`config.mk`:
```
export PLATFORM = sky130hd
export DESIGN_NAME = dual_scalar_seq
export DESIGN_NICKNAME = d
export VERILOG_FILES = /design/src/rtl/dsm_pkg.sv /design/src/rtl/dsm_ctrl.sv /design/src/rtl/dsm_datapath.sv /design/src/rtl/dual_scalar_seq.sv
export SDC_FILE = /design/constraint.sdc
export NUM_CORES = 1
export LEC_CHECK = 0
export ABC_AREA = 1
export BUFFER_PORTS_ARGS = -buffer_cell sky130_fd_sc_hd__buf_2
export CAP_MARGIN = 20
export CORE_ASPECT_RATIO = 1.2
export CORE_UTILIZATION = 26
export CTS_CLUSTER_DIAMETER = 40
export DETAILED_ROUTE_END_ITERATION = 8
export PLACE_DENSITY = 0.53
export SLEW_MARGIN = 30
export SYNTH_ARGS = -nofsm -noshare
export SYNTH_HDL_FRONTEND = slang
export SYNTH_SLANG_ARGS = --single-unit
export TNS_END_PERCENT = 100
```
`constraint.sdc`:
```
create_clock -name clk -period 2.25 [get_ports clk]
set_clock_uncertainty 0.05 [all_clocks]
set_input_delay 0.225 -clock clk [delete_from_list [all_inputs] [get_ports clk]]
set_output_delay 0.225 -clock clk [all_outputs]
set_load 0.05 [all_outputs]
```
`src/rtl/dsm_pkg.sv`:
```
package dsm_pkg;

  // Kind of point job the controller is currently running
  typedef enum logic [1:0] {
    JOB_PRE = 2'd0,   // S = P + R
    JOB_DBL = 2'd1,   // Q = 2Q
    JOB_ADD = 2'd2    // Q or T accumulation selected by the bit pair
  } dsmJob_e;

  // Strobes from the controller to the datapath
  typedef struct packed {
    logic    load;    // capture scalars and points, clear accumulators
    logic    req;     // a job is outstanding
    logic    commit;  // the point unit has returned the result
    dsmJob_e job;     // which job is outstanding
  } dsmCtrl_t;

endpackage

```
`src/rtl/dsm_ctrl.sv`:
```
module dsm_ctrl
  import dsm_pkg::*;
#(
  parameter int NB = 8
) (
  input  logic     clk,
  input  logic     rstN,
  input  logic     start,
  input  logic     puDone,
  output dsmCtrl_t ctl,
  output logic     done
);

  localparam int CNTW = (NB > 1) ? $clog2(NB) : 1;
  localparam logic [CNTW-1:0] LAST_BIT = CNTW'(NB - 1);

  typedef enum logic [2:0] {
    ST_IDLE,
    ST_PRE,
    ST_DBL,
    ST_ADD,
    ST_FIN
  } dsmState_e;

  dsmState_e        state;
  logic [CNTW-1:0]  bitCnt;

  always_ff @(posedge clk) begin
    if (!rstN) begin
      state  <= ST_IDLE;
      bitCnt <= '0;
    end else begin
      unique case (state)
        ST_IDLE: if (start) state <= ST_PRE;
        ST_PRE: if (puDone) begin
          state  <= ST_DBL;
          bitCnt <= '0;
        end
        ST_DBL: if (puDone) state <= ST_ADD;
        ST_ADD: if (puDone) begin
          if (bitCnt == LAST_BIT) begin
            state <= ST_FIN;
          end else begin
            bitCnt <= bitCnt + 1'b1;
            state  <= ST_DBL;
          end
        end
        ST_FIN: state <= ST_IDLE;
        default: state <= ST_IDLE;
      endcase
    end
  end

  always_comb begin
    ctl        = '0;
    ctl.load   = (state == ST_IDLE) && start;
    ctl.req    = (state == ST_PRE) || (state == ST_DBL) || (state == ST_ADD);
    ctl.commit = ctl.req && puDone;
    unique case (state)
      ST_PRE:  ctl.job = JOB_PRE;
      ST_ADD:  ctl.job = JOB_ADD;
      default: ctl.job = JOB_DBL;
    endcase
  end

  assign done = (state == ST_FIN);

endmodule

```
`src/rtl/dsm_datapath.sv`:
```
module dsm_datapath
  import dsm_pkg::*;
#(
  parameter int NB = 8,
  parameter int CW = 16
) (
  input  logic          clk,
  input  logic          rstN,
  input  dsmCtrl_t      ctl,
  input  logic [NB-1:0] kScalar,
  input  logic [NB-1:0] lScalar,
  input  logic [CW-1:0] pX,
  input  logic [CW-1:0] pY,
  input  logic [CW-1:0] rX,
  input  logic [CW-1:0] rY,
  output logic [CW-1:0] qX,
  output logic [CW-1:0] qY,
  output logic          qInf,
  output logic          puDbl,
  output logic [CW-1:0] puAX,
  output logic [CW-1:0] puAY,
  output logic          puAInf,
  output logic [CW-1:0] puBX,
  output logic [CW-1:0] puBY,
  output logic          puBInf,
  input  logic [CW-1:0] puResX,
  input  logic [CW-1:0] puResY,
  input  logic          puResInf
);

  // Register file slots
  localparam int NSLOT = 5;
  localparam int SW    = 3;
  localparam logic [SW-1:0] SL_P = 3'd0;
  localparam logic [SW-1:0] SL_R = 3'd1;
  localparam logic [SW-1:0] SL_S = 3'd2;
  localparam logic [SW-1:0] SL_Q = 3'd3;
  localparam logic [SW-1:0] SL_T = 3'd4;

  logic [CW-1:0] rfX   [NSLOT];
  logic [CW-1:0] rfY   [NSLOT];
  logic          rfInf [NSLOT];

  logic [NB-1:0] kSh;
  logic [NB-1:0] lSh;
  logic [SW-1:0] aSel;
  logic [SW-1:0] bSel;
  logic [SW-1:0] dSel;

  // Operand and destination selection; bit pair comes from the scalar MSBs
  always_comb begin
    aSel = SL_Q;
    bSel = SL_Q;
    dSel = SL_Q;
    unique case (ctl.job)
      JOB_PRE: begin
        aSel = SL_P;
        bSel = SL_R;
        dSel = SL_S;
      end
      JOB_ADD: begin
        unique case ({kSh[NB-1], lSh[NB-1]})
          2'b11: begin aSel = SL_Q; bSel = SL_S; dSel = SL_Q; end
          2'b10: begin aSel = SL_Q; bSel = SL_P; dSel = SL_Q; end
          2'b01: begin aSel = SL_Q; bSel = SL_R; dSel = SL_Q; end
          default: begin aSel = SL_T; bSel = SL_S; dSel = SL_T; end
        endcase
      end
      default: begin
        aSel = SL_Q;
        bSel = SL_Q;
        dSel = SL_Q;
      end
    endcase
  end

  always_ff @(posedge clk) begin
    if (!rstN) begin
      for (int i = 0; i < NSLOT; i++) begin
        rfX[i]   <= '0;
        rfY[i]   <= '0;
        rfInf[i] <= 1'b1;
      end
      kSh <= '0;
      lSh <= '0;
    end else if (ctl.load) begin
      rfX[SL_P]   <= pX;
      rfY[SL_P]   <= pY;
      rfInf[SL_P] <= 1'b0;
      rfX[SL_R]   <= rX;
      rfY[SL_R]   <= rY;
      rfInf[SL_R] <= 1'b0;
      rfInf[SL_S] <= 1'b1;
      rfInf[SL_Q] <= 1'b1;
      rfInf[SL_T] <= 1'b1;
      kSh <= kScalar;
      lSh <= lScalar;
    end else if (ctl.commit) begin
      rfX[dSel]   <= puResX;
      rfY[dSel]   <= puResY;
      rfInf[dSel] <= puResInf;
      if (ctl.job == JOB_ADD) begin
        kSh <= {kSh[NB-2:0], 1'b0};
        lSh <= {lSh[NB-2:0], 1'b0};
      end
    end
  end

  assign puDbl  = (ctl.job == JOB_DBL);
  assign puAX   = rfX[aSel];
  assign puAY   = rfY[aSel];
  assign puAInf = rfInf[aSel];
  assign puBX   = rfX[bSel];
  assign puBY   = rfY[bSel];
  assign puBInf = rfInf[bSel];

  assign qX   = rfX[SL_Q];
  assign qY   = rfY[SL_Q];
  assign qInf = rfInf[SL_Q];

endmodule

```
`src/rtl/dual_scalar_seq.sv`:
```
module dual_scalar_seq
  import dsm_pkg::*;
#(
  parameter int NB = 8,
  parameter int CW = 16
) (
  input  logic          clk,
  input  logic          rstN,
  input  logic          start,
  input  logic [NB-1:0] kScalar,
  input  logic [NB-1:0] lScalar,
  input  logic [CW-1:0] pX,
  input  logic [CW-1:0] pY,
  input  logic [CW-1:0] rX,
  input  logic [CW-1:0] rY,
  output logic [CW-1:0] qX,
  output logic [CW-1:0] qY,
  output logic          qInf,
  output logic          done,
  output logic          puReq,
  output logic          puDbl,
  output logic [CW-1:0] puAX,
  output logic [CW-1:0] puAY,
  output logic          puAInf,
  output logic [CW-1:0] puBX,
  output logic [CW-1:0] puBY,
  output logic          puBInf,
  input  logic          puDone,
  input  logic [CW-1:0] puResX,
  input  logic [CW-1:0] puResY,
  input  logic          puResInf
);

  dsmCtrl_t ctl;

  dsm_ctrl #(.NB(NB)) u_ctrl (
    .clk    (clk),
    .rstN   (rstN),
    .start  (start),
    .puDone (puDone),
    .ctl    (ctl),
    .done   (done)
  );

  dsm_datapath #(.NB(NB), .CW(CW)) u_dp (
    .clk      (clk),
    .rstN     (rstN),
    .ctl      (ctl),
    .kScalar  (kScalar),
    .lScalar  (lScalar),
    .pX       (pX),
    .pY       (pY),
    .rX       (rX),
    .rY       (rY),
    .qX       (qX),
    .qY       (qY),
    .qInf     (qInf),
    .puDbl    (puDbl),
    .puAX     (puAX),
    .puAY     (puAY),
    .puAInf   (puAInf),
    .puBX     (puBX),
    .puBY     (puBY),
    .puBInf   (puBInf),
    .puResX   (puResX),
    .puResY   (puResY),
    .puResInf (puResInf)
  );

  assign puReq = ctl.req;

endmodule

```
== Word-level counts from Yosys, hierarchy flattened ==
Memory sizes are Yosys's and may differ from the RTL's.
Index checks and enable logic that the tools add are counted.
Storage, ports and cells
  bits in registers: 22
  bits in writable memories: 165
  input port bits: 117
  output and inout port bits: 102
  memories: 3
Memory list
  u_dp.rfX: depth 5, bits a word 16, rd ports 3, clocked after memory_dff 0, wr ports 5, RTL line dsm_datapath.sv:40  | logic [CW-1:0] rfX [NSLOT];
  u_dp.rfY: depth 5, bits a word 16, rd ports 3, clocked after memory_dff 0, wr ports 5, RTL line dsm_datapath.sv:41  | logic [CW-1:0] rfY [NSLOT];
  u_dp.rfInf: depth 5, bits a word 1, rd ports 3, clocked after memory_dff 0, wr ports 5, RTL line dsm_datapath.sv:42  | logic rfInf [NSLOT];
Cells by class
  add/subtract/negate cells: 1
  equality and inequality tests: 15
  mux-type cells: 48
  bitwise gates (word level): 9
  reduce and logical (&&, ||, !) cells: 16
Operators with widths (number)
  2-to-1 mux 16 bit: 6
  2-to-1 mux 8 bit: 6
  2-to-1 mux 3 bit: 12
  OR reduction 16 bit: 2
  case mux 3 bit (2 select lines): 4
  2-to-1 mux 1 bit: 17
  case mux 3 bit (4 select lines): 1
  != test 2 bit, second input constant: 5
  bitwise OR 1 bit: 9
  case mux 2 bit (2 select lines): 2
  AND reduction 4 bit: 2
  equality test 2 bit, second input constant: 3
  equality test 3 x 2 -> 1 bit, second input constant: 2
  equality test 3 bit, second input constant: 2
  nonzero test 2 bit: 3
  equality test 2 x 1 -> 1 bit, second input constant: 2
  adder 3 x 1 -> 3 bit, second input constant: 1
  equality test 3 x 1 -> 1 bit, second input constant: 1
  zero test 3 bit: 1
  OR reduction 3 bit: 1
  logical AND 1 bit: 2
  zero test 2 bit: 1
  logical OR 1 bit: 2
  AND reduction 2 bit: 1
  OR reduction 1 bit: 1

== Logic depth before layout (Yosys ltp) ==
  depth after elaboration: 10
  mapped depth: 8
  gate-level depth less buffers: 8

== By module ==
Synthesis repeated with hierarchy kept, for this count alone.
Unflattened totals
  cell total of the unflattened synthesis: 1184
  area total of the unflattened synthesis: 9593.0 um^2
By module, submodules not included
  dsm_datapath: times used 1, cells each 1128, area each 9235.1 um^2, sequential area each 5245.0 um^2
  dsm_ctrl: times used 1, cells each 56, area each 357.8 um^2, sequential area each 120.1 um^2

== Worst setup path after synthesis ==
No wires, ideal clock.
  path type: register to register
  from: reg u_ctrl.state[0]
  to: mem u_dp.rfX[4][0], enable pin
  setup time: 0.389 ns
  arrival: 2.591 ns
  slack: -0.780 ns
  cell stages (with the launch flop): 8
  buffers on the path: 1
  cells stage by stage: dfxtp_1 -> nor2_1 -> nor2_1 -> nand3_1 -> nor2_2 -> inv_2 -> buf_6 -> nand2_1
RTL lines
  start: declaration: RTL line dsm_ctrl.sv:25  | dsmState_e state;
  start signal: assignment: RTL line dsm_ctrl.sv:30  | state <= ST_IDLE;
  start signal: assignment: RTL line dsm_ctrl.sv:34  | ST_IDLE: if (start) state <= ST_PRE;
  start signal: assignment: RTL line dsm_ctrl.sv:36  | state <= ST_DBL;
  end: declaration: RTL line dsm_datapath.sv:40

== Final worst setup path ==
  from: reg u_dp.kSh[7]
  to: out puBInf
On the way
  word-level cells in the longest chain between the ends: 4
Ends and longest elaborated chain
  start: declaration: RTL line dsm_datapath.sv:44  | logic [NB-1:0] kSh;
  start signal: assignment: RTL line dsm_datapath.sv:96  | kSh <= kScalar;
  start signal: assignment: RTL line dsm_datapath.sv:103  | kSh <= {kSh[NB-2:0], 1'b0};
  equality test 2 x 1 -> 1 bit / equality test 2 bit (equally long branches): RTL line dsm_datapath.sv:62  | unique case ({kSh[NB-1], lSh[NB-1]})
  case mux 2 bit (2 select lines) *: RTL line dsm_datapath.sv:62
  case mux 3 bit (2 select lines) *: RTL line dsm_datapath.sv:55  | unique case (ctl.job)
  memory read (5 x 1 bit) *
  end: declaration: RTL line dual_scalar_seq.sv:27  | output logic puBInf,
Mark *: on every way between the ends. The rest lies on a longest branch, timed or not.

==> results.md <==
GRT:
- The number of global-route vias before repair is approximately 8400.
- Entering global routing, the biggest net connects 35 pins.
- The number of antenna violations at the first check in global routing is 1.
- After global routing the overflow that remains totals 0.
- The combined global-route utilization of all metal layers is 0.1775.
- The first global-routing pass estimated 48420 um of wire.

Floorplan:
- The floorplan step defined a die boundary enclosing 37390 um^2.
- The initial utilization of the core area, before any placement, comes to 0.2649.
- The overall die height is 211.6 um.
- The total area inside the core boundary comes to between 30000 and 40000 um^2.
- In this run the horizontal extent of the chip is 176.7 um.
- 219 I/O pins were placed.
- The floorplan row count is 76.

Logic synthesis:
- The proportion of synthesized chip area in sequential cells is 0.5635.
- Synthesis produced a netlist with a net count of 1274.
- After synthesis, the share of flip-flops with an asynchronous set or reset is 0.
- Counting flops with a built-in enable in the synthesized netlist gives roughly 160.
- Counting flops and latches in the post-synthesis netlist gives 187.
- The mean instance size in the synthesized netlist is 8.258 um^2.
- Yosys printed 0 warnings.
- The number of distinct library cells after synthesis is 27.
- The commonest register cell after synthesis is edfxtp_1.
- Counting every instance in the synthesized netlist gives 1153.
- The post-synthesis instance area is 9522 um^2.

Timing:
- The setup-violating endpoint count in the final report is 14.
- For this run, the top clock speed supported by timing is 0.4348 GHz.
- The minimum period implied by the final worst setup slack is 2.300 ns.
- The final hold violation count was 0.
- The post-route worst setup slack is -0.05008 ns.
- Setup repair after global routing could not meet its margin everywhere.
- The relative slew slack is 0.6646.
- The total count of max-transition violations in the final report was 0.
- At the pin with the least slew margin, the transition time is 0.5031 ns.
- The total negative slack is -0.2983 ns.
- Of the available clock period, the critical path in the final layout requires 1.022.

Status:
- The final reports fail on negative setup slack.
- The flow ran to the end, but the final reports show violations.

Clock tree:
- Clock tree synthesis selected as its root buffer the cell clkbuf_16.
- CTS saw 187 sinks.
- The H-tree level count is 4.
- The clock tree from TritonCTS is built.
- The clock insertion delay at the later pin of the skew report is 0.43 ns.
- After clock tree synthesis, the clock-pin slew on the worst setup and hold paths is 0.08 ns.
- The maximum clock path buffer count is 2.
- TritonCTS created 17 clock buffers.

Detailed routing:
- The detail route stage leaves a number of antenna-violating nets equal to 0.
- The total wire length after detailed routing is 34360 um.
- The number of DRC markers in iteration 0 is 525.
- The DRC violation count after routing is 0.
- The first TritonRoute pass finished after 6 iterations.
- The routed layout has about 8500 vias.
- The via density per instance is ~4.5.
- The average wire length per cell after detail routing is ~18 um.

Worst setup path:
- The start of the worst register-to-register path is u_ctrl.state[0]$_SDFFE_PN0P_.
- The worst setup path is captured at a primary output.
- The reg-to-reg endpoint is u_dp.rfX[3][3]$_SDFFCE_PN0P_.
- The largest driver fanout on the critical path is 12.
- The worst path required time is 1.98 ns.
- The worst register-to-register path has a depth of 10.
- STA classifies the critical path startpoint as a flip-flop.
- The worst setup path is of the reg -> out kind.
- In this run the register-to-register setup slack is 0.16 ns.
- Data arrives at the worst endpoint at just over 2 ns.

Layout:
- Measured on the finished design, the core utilization comes to 0.3781.
- The post-layout instance count excluding filler cells is 1887.
- The post-layout net count is 1526.
- The summed area of non-filler cells in the final layout is 13590 um^2.
- Compared with the post-synthesis result, the final layout area differs by 42.75%.
- Of the cells placed in the final design, the portion with a size suffix greater than 1 is 0.3413.

Placed design:
- The routability congestion estimate is 0.7904.
- After detailed placement, the total cell area comes to approximately 11000 um^2.
- The number of instances in the placed design is 1822.
- Detailed placement ended at an HPWL of 21440 um.
- In this run the tool buffered the top-level ports with ~220 buffer cells.

Min path:
- Along the worst hold path, the cell count comes to 3.
- In this run the most critical hold path is launched from rY[12].
- The sink of the worst hold path is u_dp.rfY[1][12]$_DFFE_PP_.
- The worst hold path class is in -> reg.

Power and ir drop:
- In this run the static leakage power is 6.463 nW.
- The maximum ir drop on the vdd rail is 0.4557 mV.
- Power spread over the standard cell area amounts to 848.2 nW/um^2.

Job:
- The tool flagged a number of max-cap violations equal to 0.
metrics by stage:
stage | setup slack, ns | total power, mW | hold WS [ns]
2_1_floorplan | -0.1884 | 6.528 | 0.2877
3_3_place_gp | 0.1927 | 7.606 | 0.4171
3_5_place_dp | 0.1795 | 7.625 | 0.4209
4_1_cts | -0.04831 | 11.32 | 0.01253
5_1_grt | -0.1148 | 12.01 | 0.01545
6_report | -0.05008 | 11.53 | 0.03606
per-layer routing:
layer | global-route usage | share of wire
met2 | 0.3316 | 0.53
met5 | 0 | 0
met1 | 0.2090 | 0.41
met3 | 0.02748 | 0.044
met4 | 0.04370 | 0.015
worst max-delay path by stage:
stage | from | to | slack, ns | depth (start not counted)
after CTS | u_dp.lSh[7]$_SDFFE_PN0P_ | puBY[4] | -0.05 | 9
after global routing | u_dp.kSh[7]$_SDFFE_PN0P_ | puBInf | -0.11 | 9
after detailed placement | u_dp.lSh[7]$_SDFFE_PN0P_ | puBY[0] | 0.18 | 8
after global placement | u_dp.lSh[7]$_SDFFE_PN0P_ | puBY[0] | 0.19 | 8
after floorplan | u_ctrl.state[0]$_SDFFE_PN0P_ | u_dp.rfX[4][0]$_SDFFCE_PN0P_ | -0.19 | 7
final | u_dp.kSh[7]$_SDFFE_PN0P_ | puBInf | -0.05 | 9
flip-flops by register name, summed over array words and instances, names as in the netlist:
signal	flops
u_dp.rfY	80
u_dp.rfX	80
u_ctrl.state	3
u_dp.lSh	8
u_dp.kSh	8
u_ctrl.bitCnt	3
u_dp.rfInf	5
repair_timing:
action	CTS	global route
pin swaps	10	13
resized for setup	208	99
setup buffers	9	8
cloned	8	7
hold endpoints to repair	2	0
hold buffers	2	0
endpoints found under the setup margin	66	66
worst max-delay path, cell delays in order (launching register included):
cell	delay [ns]
dfxtp_2	0.33
inv_2	0.07
ha_2	0.23
inv_2	0.08
nand2_8	0.17
buf_12	0.13
buf_12	0.14
nor2_1	0.06
o21ai_2	0.19
buf_6	0.19
cells in the final DEF (no fill, tap or decap), drive strengths merged:
cell type and count:
nor2 243, clkinv 6, buf 282, inv 239, nand3b 1, clkbuf 28, bufinv 1, dfxtp 25
dlygate4sd3 2, nand2 212, nor3 2, o21ai 100, nand4 15, edfxtp 162, a21oi 21, diode 1
clkinvlp 3, ha 4, nand3 72
power breakdown:
group          switching [mW]  internal, mW  total [mW]
logic                    2.77          1.47        4.24
registers               0.150          4.10        4.25
clock network            1.40          1.63        3.03
total                    4.32          7.21        11.5
logic make-up (layout without fill, tap and decap cells):
family / after synthesis / count (layout) / synth area share
simple gates: 545 / 545 / 0.2398
compound gates: 121 / 121 / 0.06360
flops: 187 / 187 / 0.5635
other cells: 0 / 1 / 0
fa+ha+maj: 4 / 4 / 0.005256
buf+inv: 296 / 561 / 0.1279
layout make-up:
class / instances / area (um^2)
sequential: 187 / 5375
timing repair buffer: 291 / 2641
clock inverter: 11 / 110.1
antenna: 1 / 2.502
clock buffer: 21 / 470.5
tap: 468 / 585.6
multi-input combinational: 670 / 3495
inverter: 238 / 912.1
fill: 3714 / 22350
synth_stat cells (all sizes together) (4+ instances only):
master	n	share of area
a21oi	21	0.011
buf	39	0.027
clkbuf	19	0.0075
dfxtp	25	0.053
edfxtp	162	0.51
ha	4	0.0053
inv	236	0.093
nand2	212	0.087
nand3	72	0.040
nand4	15	0.0099
nor2	243	0.10
o21ai	100	0.053
(Power assumes the default switching activity.)
